$ cat config.mk
export PLATFORM = sky130hd
export DESIGN_NAME = sc_clkdiv_top
export DESIGN_NICKNAME = d
export VERILOG_FILES = /design/src/rtl/sc_clkdiv_pkg.sv /design/src/rtl/sc_ratio_dec.sv /design/src/rtl/sc_phase_core.sv /design/src/rtl/sc_clk_mux.sv /design/src/rtl/sc_clkdiv_top.sv
export SDC_FILE = /design/constraint.sdc
export NUM_CORES = 1
export LEC_CHECK = 0
export ABC_AREA = 1
export BUFFER_PORTS_ARGS = -buffer_cell sky130_fd_sc_hd__buf_2
export CORE_AREA = 2 2 44 46
export CTS_CLUSTER_DIAMETER = 150
export DETAILED_ROUTE_END_ITERATION = 16
export DIE_AREA = 0 0 46 48
export PLACE_DENSITY = 0.85
export RECOVER_POWER = 100
export SLEW_MARGIN = 20
export SYNTH_ARGS = -nofsm -noshare
export SYNTH_HDL_FRONTEND = slang
export SYNTH_SLANG_ARGS = --single-unit
$ cat constraint.sdc
create_clock -name ref_clk -period 1.8 [get_ports ref_clk]
set_input_delay 0.36 -clock ref_clk [delete_from_list [all_inputs] [get_ports ref_clk]]
set_output_delay 0.36 -clock ref_clk [all_outputs]
set_load 0.01 [all_outputs]
$ cat src/rtl/sc_clkdiv_pkg.sv
package sc_clkdiv_pkg;

    typedef enum logic [2:0] {
        ST_IDLE    = 3'd0,
        ST_HI      = 3'd1,
        ST_LO      = 3'd2,
        ST_PASS    = 3'd3,
        ST_PARK_LO = 3'd4,
        ST_PARK_HI = 3'd5
    } sc_state_e;

    // Reflected select code to ratio rank: 0 slowest ... 3 pass-through
    function automatic logic [1:0] sc_rank(input logic [1:0] code);
        return {code[1], code[1] ^ code[0]};
    endfunction

endpackage

$ cat src/rtl/sc_ratio_dec.sv
module sc_ratio_dec #(
    parameter int LOG2_MAX_DIV = 3,
    localparam int CW = LOG2_MAX_DIV
) (
    input  logic [1:0]    sel,
    output logic          pass,
    output logic [CW-1:0] half
);
    import sc_clkdiv_pkg::*;

    logic [CW-1:0] half_lut [4];
    logic          pass_lut [4];

    for (genvar c = 0; c < 4; c++) begin : g_code
        localparam int RANK = ((c >> 1) & 1) * 2 + (((c >> 1) ^ c) & 1);
        localparam int SH   = (RANK == 3) ? 0 : (LOG2_MAX_DIV - 1 - RANK);
        assign half_lut[c] = CW'(1) << SH;
        assign pass_lut[c] = (RANK == 3);
    end

    always_comb begin
        half = half_lut[sel];
        pass = pass_lut[sel];
    end

    // Decoder agrees with the reflected-code rank: rank 3 is the only pass code
    always_comb begin
        assert (pass == (sc_rank(sel) == 2'd3));
    end
endmodule

$ cat src/rtl/sc_phase_core.sv
module sc_phase_core #(
    parameter int LOG2_MAX_DIV = 3,
    localparam int CW = LOG2_MAX_DIV
) (
    input  logic          clk,
    input  logic          rst_n,
    input  logic          gate,
    input  logic          stop,
    input  logic          park_high,
    input  logic          sel_pass,
    input  logic [CW-1:0] sel_half,
    output logic          lvl,
    output logic          pass_req
);
    import sc_clkdiv_pkg::*;

    typedef struct packed {
        sc_state_e     st;
        logic          lvl;
        logic          pass;
        logic [CW-1:0] cnt;
        logic [CW-1:0] half;
    } core_t;

    core_t s_d, s_q;
    logic  boundary;

    function automatic core_t f_start(input core_t cur, input logic stp, input logic phi,
                                      input logic p, input logic [CW-1:0] h);
        core_t n;
        n      = cur;
        n.pass = 1'b0;
        n.cnt  = '0;
        if (stp) begin
            n.st  = phi ? ST_PARK_HI : ST_PARK_LO;
            n.lvl = phi;
        end else if (p) begin
            n.st   = ST_PASS;
            n.lvl  = 1'b0;
            n.pass = 1'b1;
        end else begin
            n.st   = ST_HI;
            n.lvl  = 1'b1;
            n.half = h;
            n.cnt  = h - CW'(1);
        end
        return n;
    endfunction

    always_comb begin
        boundary = (s_q.st == ST_IDLE) || (s_q.st == ST_PASS) || (s_q.st == ST_PARK_LO) ||
                   ((s_q.st == ST_LO) && (s_q.cnt == '0));
        s_d = s_q;
        if (!gate) begin
            s_d.st   = ST_IDLE;
            s_d.lvl  = 1'b0;
            s_d.pass = 1'b0;
            s_d.cnt  = '0;
        end else if (boundary) begin
            s_d = f_start(s_q, stop, park_high, sel_pass, sel_half);
        end else begin
            case (s_q.st)
                ST_HI: begin
                    if (s_q.cnt == '0) begin
                        s_d.st  = ST_LO;
                        s_d.lvl = 1'b0;
                        s_d.cnt = s_q.half - CW'(1);
                    end else begin
                        s_d.cnt = s_q.cnt - CW'(1);
                    end
                end
                ST_LO: s_d.cnt = s_q.cnt - CW'(1);
                ST_PARK_HI: begin
                    if (!(stop && park_high)) begin
                        s_d.st   = ST_LO;
                        s_d.lvl  = 1'b0;
                        s_d.half = sel_half;
                        s_d.cnt  = sel_half - CW'(1);
                    end
                end
                default: s_d = s_q;
            endcase
        end
    end

    always_ff @(posedge clk or negedge rst_n) begin
        if (!rst_n) begin
            s_q.st   <= ST_IDLE;
            s_q.lvl  <= 1'b0;
            s_q.pass <= 1'b0;
            s_q.cnt  <= '0;
            s_q.half <= CW'(1);
        end else begin
            s_q <= s_d;
        end
    end

    assign lvl      = s_q.lvl;
    assign pass_req = s_q.pass;

    AST_GATE_FORCES_LOW: assert property (@(posedge clk) disable iff (!rst_n)
        !gate |=> (!lvl && !pass_req));

    AST_PARK_LOW_HOLD: assert property (@(posedge clk) disable iff (!rst_n)
        (gate && stop && !park_high && s_q.st == ST_PARK_LO) |=> (!lvl && !pass_req));

    AST_PARK_HIGH_HOLD: assert property (@(posedge clk) disable iff (!rst_n)
        (gate && stop && park_high && s_q.st == ST_PARK_HI) |=> lvl);

    AST_RISE_ON_BOUNDARY: assert property (@(posedge clk) disable iff (!rst_n)
        $rose(lvl) |-> $past(boundary));

    AST_RESUME_FULL_LOW: assert property (@(posedge clk) disable iff (!rst_n)
        ($past(s_q.st) == ST_PARK_HI && s_q.st == ST_LO) |-> (s_q.cnt == s_q.half - CW'(1)));
endmodule

$ cat src/rtl/sc_clk_mux.sv
module sc_clk_mux (
    input  logic ref_clk,
    input  logic rst_n,
    input  logic pass_req,
    input  logic div_lvl,
    output logic card_clk
);
    logic en_d, en_q;

    always_comb en_d = pass_req;

    // Enable changes on the falling edge, while the reference is low
    always_ff @(negedge ref_clk or negedge rst_n) begin
        if (!rst_n) en_q <= 1'b0;
        else        en_q <= en_d;
    end

    assign card_clk = (ref_clk & en_q) | div_lvl;

    AST_PASS_EN_CLEAN: assert property (@(posedge ref_clk) disable iff (!rst_n)
        $rose(en_q) |-> !div_lvl);
endmodule

$ cat src/rtl/sc_clkdiv_top.sv
module sc_clkdiv_top #(
    parameter int LOG2_MAX_DIV = 3
) (
    input  logic       ref_clk,
    input  logic       rst_n,
    input  logic [1:0] div_sel,
    input  logic       stop_req,
    input  logic       stop_high,
    input  logic       sess_gate,
    output logic       card_clk
);
    localparam int CW = LOG2_MAX_DIV;

    logic          sel_pass;
    logic [CW-1:0] sel_half;
    logic          lvl, pass_req;

    sc_ratio_dec #(.LOG2_MAX_DIV(LOG2_MAX_DIV)) u_dec (
        .sel (div_sel),
        .pass(sel_pass),
        .half(sel_half)
    );

    sc_phase_core #(.LOG2_MAX_DIV(LOG2_MAX_DIV)) u_core (
        .clk      (ref_clk),
        .rst_n    (rst_n),
        .gate     (sess_gate),
        .stop     (stop_req),
        .park_high(stop_high),
        .sel_pass (sel_pass),
        .sel_half (sel_half),
        .lvl      (lvl),
        .pass_req (pass_req)
    );

    sc_clk_mux u_mux (
        .ref_clk (ref_clk),
        .rst_n   (rst_n),
        .pass_req(pass_req),
        .div_lvl (lvl),
        .card_clk(card_clk)
    );

    AST_RESET_QUIET: assert property (@(posedge ref_clk) !rst_n |-> !card_clk);
endmodule

==> metrics.txt <==
Starting Density=57.6%; Yosys reg bits=12; delay-heaviest family, CP=flip-flops; synth warn=0; Finished Cell Area=1050 sq um; Hold WS=0.296 ns; post-synthesis cell type count=27; Max-Cap Viols=0; Combinational Power Share=55.8%; first-pass GRT wire length=3570 microns; Post-DP HPWL=1620 microns; pre-CTS setup slack=-0.0202 ns; Most Frequent Cell on Critical Path=nand2_1; TritonCTS clock tree=yes; via count=958; Buf/Inv on CP=1; Mapped Cells=146; Worst Skew=0.0161 ns; Site Rows=15; clock share of power=16.9%; Placed Area=1010 sq um; initial antenna violation count=0; die area=2210 sq um; Pwr per Cell Area=1700 nW/um^2; vias in the first global route=878; Worst-Margin Slew=0.627 ns; failing checks=setup timing; critical-path cell list=nand2_1 -> nand2_1 -> buf_2; DRC=0; status=finished with violations; DR iter-0 viols=37; worst min path class=in2reg; Reg clk slew, reported paths=0.07 ns; Synth Cell Area=973 sq um; Hold Violations, Final=0; Switching Share=49.6%; DR WL/cell=12.0 microns; register area=302 sq um; DIE WIDTH=46 microns; P_leak=0.582 nW; Routed Antenna Nets=0; Fill cells=166; P_int=904 uW; die height=48 microns; Clock Latency Late Sink=0.39 ns; Synth-to-Final Area Change=8.35%; headroom to the max-slew limit=58.2%; Slew Viols, Final=0; core area=1690 sq um; Synth Net Count=156; critical-path cell with the highest stage delay=dfrtn_1; fin nets=170; global route overflow=0; DRT Pass-1 Iters=4; Peak VDD IR=0.967 mV; Final WS setup=-0.448 ns; Crit Path Max Fanout=1; pin count of the biggest net entering global routing=13; Routed WL=2110 microns; Slowest Stage Delay on Critical Path=0.39 ns; crit path capture type=output port; CTS resizes=0; RD Place Congestion=0.917; most frequent cells in the layout=nand2_1 (56), nand3_1 (19), inv_1 (17), dfrtp_1 (10), nor2_1 (7); DR vias/cell=5.44; gr usage total=23.7%; # IOs=8; sequential element share of the synthesized area=31.0%; Req. time, crit path=1.44 ns; PortBufs=7; critical path type=reg2out; Post-Syn Area per Cell=6.67 sq um; commonest non-fill, non-tap cell in the layout=nand2_1; Worst setup SP type=register; final setup fails=2; layout cell share with drive strength beyond 1=16.4%; sequential share of power=27.3%; worst path arrival time=1.89 ns; P_sw=888 uW; Multi-input gate area=568 sq um; post-CTS setup buffer count=0; n_diodes=0; RSZ-0062 raised after global routing=yes
==> power groups by stage <==
stage	sequential [mW]	combinational [mW]	clock, mW
detailed placement	0.493	1.04	0.0308
global route	0.504	1.15	0.325
floorplan	0.433	0.903	0.0185
global placement	0.489	1.01	0.0308
finish	0.489	1.00	0.303
CTS	0.489	1.04	0.306
==> logic make-up after synthesis <==
logic type      after synthesis  synth area share (%)
simple gates                 94                  44.3
flops                        12                  31.0
compound gates               14                  9.64
xor+xnor                      2                  1.80
buf+inv                      21                  9.38
fa+ha+maj                     3                  3.86
==> path summary, 6_finish.rpt <==
kind | from | end | slack [ns] | cells past startpoint
worst max-delay path | u_mux.en_q$_DFF_NN0_ | card_clk | -0.45 | 3
worst min-delay path | sess_gate | u_core.s_q[5]$_DFFE_PN0P_ | 0.30 | 3
max in group asynchronous | rst_n | u_mux.en_q$_DFF_NN0_ | 0.09 | 2
worst max register to register | u_core.s_q[3]$_DFFE_PN0P_ | u_core.s_q[2]$_DFFE_PN0P_ | 0.08 | 10
worst min register to register | u_core.s_q[1]$_DFFE_PN0P_ | u_core.s_q[1]$_DFFE_PN0P_ | 0.48 | 2
min in group asynchronous | rst_n | u_core.s_q[3]$_DFFE_PN0P_ | 0.51 | 2
==> worst register-to-register path, stage by stage (launching register included) <==
cell and delay [ns]:
dfrtp_1 0.39, inv_1 0.11, ha_1 0.19, inv_1 0.05
nor2_1 0.16, nand3_1 0.13, nand2_1 0.29, nand2_1 0.12
nand2_1 0.08, nand3_1 0.06, nand2_1 0.08
==> per-layer routing <==
layer | vias to the layer above | share of wire (%) | track usage [%]
met2 | 29 | 47 | 36.9
met1 | 430 | 43 | 29.9
li1 | 492 | - | -
met5 | - | 0 | 0
met3 | 7 | 7.2 | 3.77
met4 | 0 | 2.4 | 16.6
==> per-stage QoR <==
stage | setup TNS (ns) | total power [mW] | std cells | util [%]
6_report | -0.448 | 1.79 | 176 | 62.4
5_1_grt | -0.933 | 1.98 | 176 | 62.4
4_1_cts | -0.450 | 1.84 | 176 | 63.5
3_5_place_dp | -0.0202 | 1.56 | 168 | 60.0
3_3_place_gp | -0.0148 | 1.53 | 168 | 60.0
2_1_floorplan | 0 | 1.35 | 146 | -
==> layout make-up <==
class | count | share of cell area (%)
multi-input cells | 113 | 53.9
flip-flops and latches | 12 | 28.6
inverters | 18 | 6.41
clock buffers | 8 | 5.10
repair buffers | 8 | 4.03
well taps | 17 | 2.02
==> Yosys cell counts, drive strengths merged <==
master / instances / area, sq um
o31ai: 1 / 7.51
nor3: 2 / 10.0
dfrtp: 10 / 250
inv: 18 / 67.6
or2: 1 / 6.26
a21oi: 5 / 28.8
ha: 3 / 37.5
clkbuf: 2 / 12.5
dfrtn: 1 / 25.0
nor2: 11 / 66.3
o21a: 1 / 15.0
xnor2: 2 / 17.5
nand2: 59 / 241
nand3: 19 / 95.1
o21ai: 7 / 42.5
buf: 1 / 11.3
dfstp: 1 / 26.3
nand4: 2 / 12.5
==> registers in the layout, summed over array words and instances (netlist names) <==
name             cells
u_mux.en_q           1
u_core.pass_req      1
u_core.s_q           9
u_core.lvl           1
==> what timing repair did <==
item	4_1_cts	5_1_grt
hold buffers	1	0
hold endpoints to repair	10	0
gates cloned	0	0
endpoints found under the setup margin	2	2
No activity file was read; power rests on OpenSTA's default activity.
